--- src/rtl/burst_pkg.sv ---
package burst_pkg;

  // Key field positions; the decoders below depend on them.
  localparam int KEY_LEN_LSB  = 0;
  localparam int KEY_ORDER    = 3;
  localparam int KEY_LAT_LSB  = 4;
  localparam int KEY_WR_ONE   = 9;
  localparam int KEY_MIN_W    = 10;

  localparam logic [2:0] LEN_FULL = 3'b111;
  localparam logic [2:0] LAT_TWO  = 3'd2;
  localparam logic [2:0] LAT_THREE = 3'd3;

  // Burst span: full-page flag plus log2 of a fixed length.
  typedef struct packed {
    logic       full;
    logic [3:0] lg;
  } span_t;

  function automatic span_t span_decode(input logic [2:0] code);
    span_t s;
    s.full = 1'b0;
    s.lg   = 4'd0;
    case (code)
      3'b001:   s.lg = 4'd1;
      3'b010:   s.lg = 4'd2;
      3'b011:   s.lg = 4'd3;
      LEN_FULL: s.full = 1'b1;
      default:  s.lg = 4'd0;
    endcase
    return s;
  endfunction

endpackage

--- src/rtl/burst_mode_reg.sv ---
module burst_mode_reg
  import burst_pkg::*;
#(
  parameter int KEY_W = 13
) (
  input  logic             clk,
  input  logic             rst_n,
  input  logic             load,
  input  logic [KEY_W-1:0] key,
  output logic [2:0]       len_code,
  output logic             order_ilv,
  output logic [2:0]       lat,
  output logic             wr_one
);

  logic [2:0] len_d, len_q;
  logic       ilv_d, ilv_q;
  logic [2:0] lat_d, lat_q;
  logic       one_d, one_q;
  logic [2:0] lat_key;

  assign lat_key = key[KEY_LAT_LSB +: 3];

  always_comb begin
    len_d = len_q;
    ilv_d = ilv_q;
    lat_d = lat_q;
    one_d = one_q;
    if (load) begin
      len_d = key[KEY_LEN_LSB +: 3];
      ilv_d = key[KEY_ORDER];
      one_d = key[KEY_WR_ONE];
      if (lat_key == LAT_TWO || lat_key == LAT_THREE) begin
        lat_d = lat_key;
      end
    end
  end

  always_ff @(posedge clk or negedge rst_n) begin
    if (!rst_n) begin
      len_q <= 3'b000;
      ilv_q <= 1'b0;
      lat_q <= LAT_THREE;
      one_q <= 1'b0;
    end else begin
      len_q <= len_d;
      ilv_q <= ilv_d;
      lat_q <= lat_d;
      one_q <= one_d;
    end
  end

  assign len_code  = len_q;
  assign order_ilv = ilv_q;
  assign lat       = lat_q;
  assign wr_one    = one_q;

  // only the two supported latencies can ever be held
  p_lat_legal_r2: assert property (@(posedge clk) disable iff (!rst_n)
    (lat_q == LAT_TWO) || (lat_q == LAT_THREE));

  // a load with a supported latency code is reflected next cycle
  p_lat_load_r2: assert property (@(posedge clk) disable iff (!rst_n)
    (load && (lat_key == LAT_TWO || lat_key == LAT_THREE)) |=> (lat_q == $past(lat_key)));

endmodule

--- src/rtl/burst_beat_ctl.sv ---
module burst_beat_ctl
  import burst_pkg::*;
#(
  parameter int COL_W = 10
) (
  input  logic             clk,
  input  logic             rst_n,
  input  logic             start,
  input  logic             stop,
  input  logic             is_wr,
  input  logic [COL_W-1:0] start_col,
  input  logic [2:0]       len_code,
  input  logic             order_ilv,
  input  logic             wr_one,
  output logic             active,
  output logic             last,
  output logic [COL_W-1:0] base,
  output logic [COL_W-1:0] beat,
  output logic [COL_W-1:0] mask,
  output logic             ilv
);

  span_t            span_new;
  logic [COL_W-1:0] mask_new;

  logic             act_d, act_q;
  logic [COL_W-1:0] cnt_d, cnt_q;
  logic [COL_W-1:0] base_d, base_q;
  logic [COL_W-1:0] mask_d, mask_q;
  logic             ilv_d, ilv_q;
  logic             full_d, full_q;
  logic             last_w;

  // Span for a command arriving now; write override and reserved codes -> 1 beat
  always_comb begin
    span_new = span_decode(len_code);
    if (is_wr && wr_one) begin
      span_new.full = 1'b0;
      span_new.lg   = 4'd0;
    end
  end

  // Low-bit mask of the burst block, one bit per column bit
  for (genvar b = 0; b < COL_W; b++) begin : g_mask
    assign mask_new[b] = span_new.full | (span_new.lg > 4'(b));
  end

  assign last_w = act_q && !full_q && (cnt_q == mask_q);

  always_comb begin
    act_d  = act_q;
    cnt_d  = cnt_q;
    base_d = base_q;
    mask_d = mask_q;
    ilv_d  = ilv_q;
    full_d = full_q;
    if (start) begin
      act_d  = 1'b1;
      cnt_d  = '0;
      base_d = start_col;
      mask_d = mask_new;
      ilv_d  = order_ilv && !span_new.full;
      full_d = span_new.full;
    end else if (stop) begin
      act_d = 1'b0;
    end else if (act_q) begin
      if (last_w) begin
        act_d = 1'b0;
      end else begin
        cnt_d = cnt_q + 1'b1;
      end
    end
  end

  always_ff @(posedge clk or negedge rst_n) begin
    if (!rst_n) begin
      act_q  <= 1'b0;
      cnt_q  <= '0;
      base_q <= '0;
      mask_q <= '0;
      ilv_q  <= 1'b0;
      full_q <= 1'b0;
    end else begin
      act_q  <= act_d;
      cnt_q  <= cnt_d;
      base_q <= base_d;
      mask_q <= mask_d;
      ilv_q  <= ilv_d;
      full_q <= full_d;
    end
  end

  assign active = act_q;
  assign last   = last_w;
  assign base   = base_q;
  assign beat   = cnt_q;
  assign mask   = mask_q;
  assign ilv    = ilv_q;

  // a command starts a fresh burst at beat zero with its own column
  p_start_load_r3: assert property (@(posedge clk) disable iff (!rst_n)
    start |=> (act_q && cnt_q == '0 && base_q == $past(start_col)));

  // a running burst that is not ended advances by one beat
  p_step_r3: assert property (@(posedge clk) disable iff (!rst_n)
    (act_q && !start && !stop && !last_w) |=> (act_q && cnt_q == $past(cnt_q) + 1'b1));

  // stop without a new command ends the burst
  p_stop_end_r8: assert property (@(posedge clk) disable iff (!rst_n)
    (stop && !start) |=> !act_q);

  // after the final beat the burst is over unless restarted
  p_last_end_r6: assert property (@(posedge clk) disable iff (!rst_n)
    (last_w && !start) |=> !act_q);

  // burst parameters hold while no command arrives
  p_mode_hold_r11: assert property (@(posedge clk) disable iff (!rst_n)
    (act_q && !start) |=> ($stable(mask_q) && $stable(ilv_q) && $stable(base_q)));

endmodule

--- src/rtl/burst_addr_map.sv ---
module burst_addr_map #(
  parameter int COL_W = 10
) (
  input  logic [COL_W-1:0] base,
  input  logic [COL_W-1:0] beat,
  input  logic [COL_W-1:0] mask,
  input  logic             ilv,
  output logic [COL_W-1:0] col
);

  logic [COL_W-1:0] sum;

  assign sum = base + beat;

  // Bits inside the block follow the order; bits above it keep the start column
  for (genvar b = 0; b < COL_W; b++) begin : g_bit
    assign col[b] = mask[b] ? (ilv ? (base[b] ^ beat[b]) : sum[b]) : base[b];
  end

endmodule

--- src/rtl/sdram_burst_colgen.sv ---
module sdram_burst_colgen
  import burst_pkg::*;
#(
  parameter int KEY_W = 13,
  parameter int COL_W = 10
) (
  input  logic             clk,
  input  logic             rst_n,
  input  logic             mode_load,
  input  logic [KEY_W-1:0] mode_key,
  input  logic             col_start,
  input  logic             col_wr,
  input  logic [COL_W-1:0] col_addr,
  input  logic             burst_stop,
  output logic             col_valid,
  output logic [COL_W-1:0] col_out,
  output logic             col_last,
  output logic [2:0]       cas_lat
);

  logic [2:0]       len_code;
  logic             order_ilv;
  logic             wr_one;
  logic             active;
  logic             last;
  logic [COL_W-1:0] base;
  logic [COL_W-1:0] beat;
  logic [COL_W-1:0] mask;
  logic             ilv;
  logic [COL_W-1:0] col;

  initial begin
    if (KEY_W < KEY_MIN_W) $error("KEY_W too small for the mode fields");
  end

  burst_mode_reg #(.KEY_W(KEY_W)) u_mode (
    .clk       (clk),
    .rst_n     (rst_n),
    .load      (mode_load),
    .key       (mode_key),
    .len_code  (len_code),
    .order_ilv (order_ilv),
    .lat       (cas_lat),
    .wr_one    (wr_one)
  );

  burst_beat_ctl #(.COL_W(COL_W)) u_ctl (
    .clk       (clk),
    .rst_n     (rst_n),
    .start     (col_start),
    .stop      (burst_stop),
    .is_wr     (col_wr),
    .start_col (col_addr),
    .len_code  (len_code),
    .order_ilv (order_ilv),
    .wr_one    (wr_one),
    .active    (active),
    .last      (last),
    .base      (base),
    .beat      (beat),
    .mask      (mask),
    .ilv       (ilv)
  );

  burst_addr_map #(.COL_W(COL_W)) u_map (
    .base (base),
    .beat (beat),
    .mask (mask),
    .ilv  (ilv),
    .col  (col)
  );

  assign col_valid = active;
  assign col_out   = col;
  assign col_last  = last;

  // every emitted column stays inside the aligned block of the burst
  p_in_block_r4: assert property (@(posedge clk) disable iff (!rst_n)
    col_valid |-> (((col_out ^ base) & ~mask) == '0));

  // the final-beat flag only accompanies a valid beat
  p_last_valid_r6: assert property (@(posedge clk) disable iff (!rst_n)
    col_last |-> col_valid);

endmodule

--- config.mk ---
export PLATFORM = sky130hd
export DESIGN_NAME = sdram_burst_colgen
export DESIGN_NICKNAME = d
export VERILOG_FILES = /design/src/rtl/burst_pkg.sv /design/src/rtl/burst_mode_reg.sv /design/src/rtl/burst_beat_ctl.sv /design/src/rtl/burst_addr_map.sv /design/src/rtl/sdram_burst_colgen.sv
export SDC_FILE = /design/constraint.sdc
export NUM_CORES = 1
export LEC_CHECK = 0
export BUFFER_PORTS_ARGS = -buffer_cell sky130_fd_sc_hd__buf_2
export CORE_UTILIZATION = 54
export CTS_CLUSTER_SIZE = 24
export DETAILED_ROUTE_END_ITERATION = 16
export MAX_ROUTING_LAYER = met4
export PLACE_DENSITY = 0.79
export SYNTH_ARGS = -nofsm -noshare
export SYNTH_HDL_FRONTEND = slang
export SYNTH_SLANG_ARGS = --single-unit
export TNS_END_PERCENT = 1
--- constraint.sdc ---
create_clock -name clk -period 2.9 [get_ports clk]
set_clock_uncertainty 0.05 [all_clocks]
set_input_delay 0.58 -clock clk [delete_from_list [all_inputs] [get_ports clk]]
set_output_delay 0.58 -clock clk [all_outputs]
set_load 0.02 [all_outputs]
==> out/metrics.csv, run 1 <==
metric,value,unit
Top-Level Pins,44,
sequential share of power,45.5,%
Tot GR Track Use,24.0,%
Switching Fraction,31.0,%
Avg Inst Size Synth,10.0,sq um
Initial Utilization,56.6,%
CTS tree,done,
CP startpoint kind,flop,
Placeable Area,0.00366,sq mm
Final Slew Violations,0,
post-detail-place hpwl,3110,microns
min cycle time layout,2960,ps
First-pass DRT Iterations,4,
CP Capture Type,primary output,
Hold WS,300,ps
initial antenna violation count,0,
RSZ-0062 raised after global routing,true,
WP data arrival,2330,ps
Clk pwr share,29.8,%
crit-path max FO,2,
sequential share of the synthesized area,41.2,%
# Max-Cap Violations,0,
Worst Path Required,2270,ps
Final Setup Violations,2,
"Critical Path, Cell by Cell",ha_2 > inv_1 > fa_2 > nor2b_2 > o211a_1 > nor3_1 > or3_1 > a31oi_1 > buf_2,
Synth Flop Type,dfrtp_1,
DRC violations left,0,
Int Pwr,0.837,mW
Pleak,1.15,nW
Yosys reg bits,34,
Cells after Synth,207,
Yosys cell types,50,
power density over the cells,491,mW/mm^2
Die Span X,63.9,microns
first-pass GRT wire length,7290,microns
chip height,63.9,microns
Post-Place Setup Slack,55.6,ps
"Reg clk slew, reported paths",70,ps
Sw Pwr,0.376,mW
Rel. slew slack,49.6,%
CTS buffer count,5,
Post-synth EDFFs,0,
slowest CP cell,dfrtp_1,
clock buffer depth,2,
Synthesized Nets,247,
via count,1696,
failing checks,negative setup slack,
Placer Congestion,0.850,
# port buffers,38,
Hold Path Class,in -> async,
largest net degree at the start of global routing,35,
flop-to-flop setup slack,1170,ps
clock latency on the worst-skew pair,290,ps
"FFs w/ async S/R, synth",100,%
most frequent cells in the layout,"buf_2, dfrtp_1, nor2_1",
Max Clock Freq,337,MHz
Final period util,102,%
Post-Route WL,4200,microns
clock sink total,34,
nets,292,
outcome,"finished, violations left",
initial DRC count,97,
FP Rows,22,
die footprint,0.00409,sq mm
type of the worst setup path,reg -> out,
measured slew at the worst slew-check pin,756,ps
setup slack after layout,-64.3,ps
number of global-route vias before repair,1644,
Synthesis Warnings,0,
CTS Hold Bufs,0,
DR WL/cell,14.0,microns
layout cells sized above 1,32.8,%
number of inserted diodes,0,
combinational share of power,24.7,%
Max VDD drop,352,uV
H-tree depth,2,
CP peak stage delay,360,ps
detail-routed via count per cell,5.63,
total gr overflow,0,
"Cell Area, Synth",0.00207,sq mm
area added between synthesis and finish,19.3,%
"antenna viol nets, final",0,
CTS root buffer,clkbuf_8,
Fin. Hold Viols,0,
"most common cell after layout, fill and taps aside",buf_2,
[cell usage after synthesis (all sizes together) (4+ instances only)]
cell type / instances / area [sq um]
clkbuf: 6 / 23.8
xnor2: 10 / 87.6
dfrtp: 32 / 801
a21oi: 14 / 73.8
o21ai: 13 / 76.3
or3: 4 / 25.0
xor2: 5 / 43.8
a21o: 4 / 30.0
nor2: 22 / 82.6
nand2: 9 / 41.3
ha: 10 / 125
inv: 12 / 45.0
mux2: 15 / 169
[worst paths after layout]
check / startpoint / to / depth (start not counted)
max: u_ctl.base[0] / col_out[8] / 9
min: rst_n / u_ctl.beat[6] / 1
max reg2reg: u_ctl.beat[8] / u_ctl.beat[1] / 5
min reg2reg: u_mode.lat[2] / u_mode.lat[2] / 1
max in group asynchronous: rst_n / u_ctl.beat[1] / 1
min in group clk: u_mode.lat[2] / u_mode.lat[2] / 1
[sequential cells by signal, indices dropped and copies added (netlist names)]
signal	cells
u_mode.len_code	3
u_ctl.base	10
u_mode.order_ilv	1
u_mode.wr_one	1
u_mode.lat	3
u_ctl.active	1
u_ctl.ilv	1
u_ctl.mask	4
u_ctl.beat	10
[final cells by class]
type                            count  area [sq um]
Clock inverter                      1          5.00
Timing Repair Buffer               45           254
Sequential cell                    34           855
Fill cell                         313          1190
Clock buffer                        7          86.3
Multi-Input combinational cell    154          1170
Tap cell                           48          60.1
Inverter                           12          45.0
[routing by layer]
metal	wire, microns	up-vias	global-route usage [%]	part of all wire (%)
met2	2140	32	40.6	51
met1	1850	827	27.6	44
met4	65	0	9.09	1.5
met3	142	6	5.71	3.4
li1	-	831	-	-
met5	0	-	-	0
[power by group through the flow]
stage / sequential [mW] / clock, mW / combinational [mW]
6_report: 0.552 / 0.361 / 0.300
3_3_place_gp: 0.559 / 0 / 0.278
3_5_place_dp: 0.561 / 0 / 0.286
2_1_floorplan: 0.553 / 0 / 0.201
4_1_cts: 0.551 / 0.376 / 0.293
5_1_grt: 0.559 / 0.390 / 0.329
[critical path: cells and delay by family, from the launching register on]
family,cells,cell delay (ps)
DFF,1,360
AOI/OAI and AO/OA,2,350
buffers and inverters,2,240
and+or+nand+nor,3,560
adders and majority gates,2,540
[cells by family (layout without fill, tap and decap cells)]
family	Yosys count	count (layout)	synth area share [%]
XOR/XNOR	15	15	6.34
buffers and inverters	19	65	3.50
multiplexers	18	18	9.60
adder cells (fa/ha/maj)	12	12	7.49
AND/OR/NAND/NOR	59	59	15.5
flip-flops	34	34	41.2
AO/OA/AOI/OAI	50	50	16.4
[through the flow]
| stage | utilization (%) | power [mW] | setup TNS [ps] | cell area [sq um] | std cells |
|---|---|---|---|---|---|
| global route | 67.5 | 1.28 | -279 | 2470 | 301 |
| global placement | 63.5 | 0.837 | 0 | 2320 | 290 |
| CTS | 66.8 | 1.22 | -183 | 2450 | 300 |
| floorplan | - | 0.754 | 0 | 2070 | 207 |
| detailed placement | 63.5 | 0.846 | 0 | 2320 | 290 |
| finish | 67.5 | 1.21 | -74.9 | 2470 | 301 |
[repair_timing]
action	CTS	global route
setup buffers	2	1
pin swaps	3	6
gates resized for setup	4	6
gates cloned	0	0
endpoints found under the setup margin	3	4
(Power assumes the default switching activity.)
==> run 2: changes to the inputs <==
--- a/config.mk
+++ b/config.mk
@@ -11,6 +11,7 @@
 export DETAILED_ROUTE_END_ITERATION = 16
 export MAX_ROUTING_LAYER = met4
 export PLACE_DENSITY = 0.79
+export SKIP_CTS_REPAIR_TIMING = 1
 export SYNTH_ARGS = -nofsm -noshare
 export SYNTH_HDL_FRONTEND = slang
 export SYNTH_SLANG_ARGS = --single-unit
==> constraint.sdc (replaced) <==
create_clock -name clk -period 3.34 [get_ports clk]
set_clock_uncertainty 0.05 [all_clocks]
set_input_delay 0.668 -clock clk [delete_from_list [all_inputs] [get_ports clk]]
set_output_delay 0.668 -clock clk [all_outputs]
set_load 0.02 [all_outputs]
==> run 2 against run 1 <==
Compared with the run above: the flow now finishes without violations; sequential cell count unchanged; combinational power down 22%; clock power fell by 1%; sequential power shrank 12%; routed wire length decreased by 4.6%; sequential share of layout area up 0.90 points; core utilization down 1.7 points; critical path depth did not move.
==> out/metrics.csv, run 2 (same netlist as run 1, synthesis figures left out) <==
metric,value,unit
die footprint,0.00409,sq mm
Tot GR Track Use,23.5,%
setup_tns,0,ps
worst r2r src,u_ctl.mask[3],
measured slew at the worst slew-check pin,736,ps
# port buffers,38,
CTS buffer count,5,
chip height,63.9,microns
Switching Fraction,29.8,%
Post-Route WL,4010,microns
min cycle time layout,3200,ps
detail-routed via count per cell,5.54,
Int Pwr,0.755,mW
number of inserted diodes,0,
initial DRC count,109,
FP Rows,22,
DR WL/cell,13.6,microns
clock buffer depth,2,
Rel. slew slack,51.0,%
H-tree depth,2,
Die Span X,63.9,microns
combinational share of power,21.7,%
"Reg clk slew, reported paths",70,ps
initial antenna violation count,0,
Hold Path Class,in -> async,
RSZ-0062 raised after global routing,false,
post-detail-place hpwl,2900,microns
Final Setup Violations,0,
layout cells sized above 1,29.7,%
"antenna viol nets, final",0,
power density over the cells,446,mW/mm^2
DRC violations left,0,
Top-Level Pins,44,
Placer Congestion,0.840,
CTS tree,done,
Final Slew Violations,0,
outcome,"complete, no violations",
# Max-Cap Violations,0,
clock sink total,34,
Max VDD drop,346,uV
Setup crit start,u_ctl.beat[0],
number of global-route vias before repair,1526,
via count,1628,
R2R depth,5,
CTS root buffer,clkbuf_8,
Initial Utilization,56.6,%
sequential share of power,45.1,%
Max Clock Freq,312,MHz
WP data arrival,2480,ps
CP Capture Type,primary output,
largest net degree at the start of global routing,35,
area added between synthesis and finish,16.2,%
Post-Place Setup Slack,404,ps
type of the worst setup path,reg -> out,
flop-to-flop setup slack,1480,ps
"most common cell after layout, fill and taps aside",buf_2,
crit-path max FO,5,
CP startpoint kind,flop,
most frequent cells in the layout,"buf_2, dfrtp_1, nor2_1",
Fin. Hold Viols,0,
clock latency on the worst-skew pair,290,ps
CP endpoint,col_out[8],
first-pass GRT wire length,6980,microns
Final period util,95.9,%
total gr overflow,0,
Worst Path Required,2620,ps
setup slack after layout,137,ps
Sw Pwr,0.320,mW
Clk pwr share,33.2,%
Pleak,1.11,nW
First-pass DRT Iterations,4,
worst reg2reg endpoint,u_ctl.beat[6],
nets,285,
Placeable Area,0.00366,sq mm
## run 2: area by class of cell
class / count / area (sq um)
fillers: 319 / 1250
multi-input cells: 154 / 1150
flip-flops and latches: 34 / 855
repair buffers: 38 / 190
clock buffers: 8 / 110
well taps: 48 / 60.1
inverters: 12 / 45.0
## run 2: worst min-delay path by stage
| stage | slack, ps | from | end | cells past startpoint |
|---|---|---|---|---|
| final | 380 | rst_n | u_ctl.beat[3] | 1 |
| after detailed placement | 420 | u_mode.lat[2] | u_mode.lat[2] | 1 |
| after CTS | 410 | rst_n | u_ctl.beat[5] | 1 |
| after global routing | 450 | rst_n | u_ctl.beat[5] | 1 |
| after floorplan | 320 | rst_n | u_ctl.active | 0 |
| after global placement | 420 | u_mode.lat[2] | u_mode.lat[2] | 1 |
## run 2: metal layers
metal / wire length (microns) / global-route usage, %
met2: 1920 / 37.1
met1: 1830 / 28.0
met3: 191 / 6.61
met5: 0 / -
met4: 74 / 10.2
## run 2: per-stage QoR
| stage | area (sq um) | total power, mW | hold slack, ps | cells | utilization (%) |
|---|---|---|---|---|---|
| floorplan | 2070 | 0.655 | 322 | 207 | - |
| global placement | 2290 | 0.721 | 420 | 286 | 62.7 |
| detailed placement | 2290 | 0.727 | 420 | 286 | 62.7 |
| CTS | 2400 | 1.09 | 412 | 294 | 65.7 |
| global route | 2410 | 1.13 | 451 | 294 | 65.8 |
| finish | 2410 | 1.08 | 383 | 294 | 65.8 |
## run 2: power groups by stage
stage	Clock (mW)	Sequential (mW)	Combinational (mW)
detailed placement	0	0.493	0.234
finish	0.357	0.485	0.233
global route	0.383	0.492	0.259
floorplan	0	0.480	0.175
global placement	0	0.492	0.229
CTS	0.368	0.485	0.235
## run 2: critical path: stages (launching register included)
cell and delay, ps:
dfrtp_2 410, ha_1 210, inv_1 70, fa_1 400, nor2b_2 140, o211a_1 180, nor3_1 60, or3_1 350
a31oi_1 180, buf_2 190
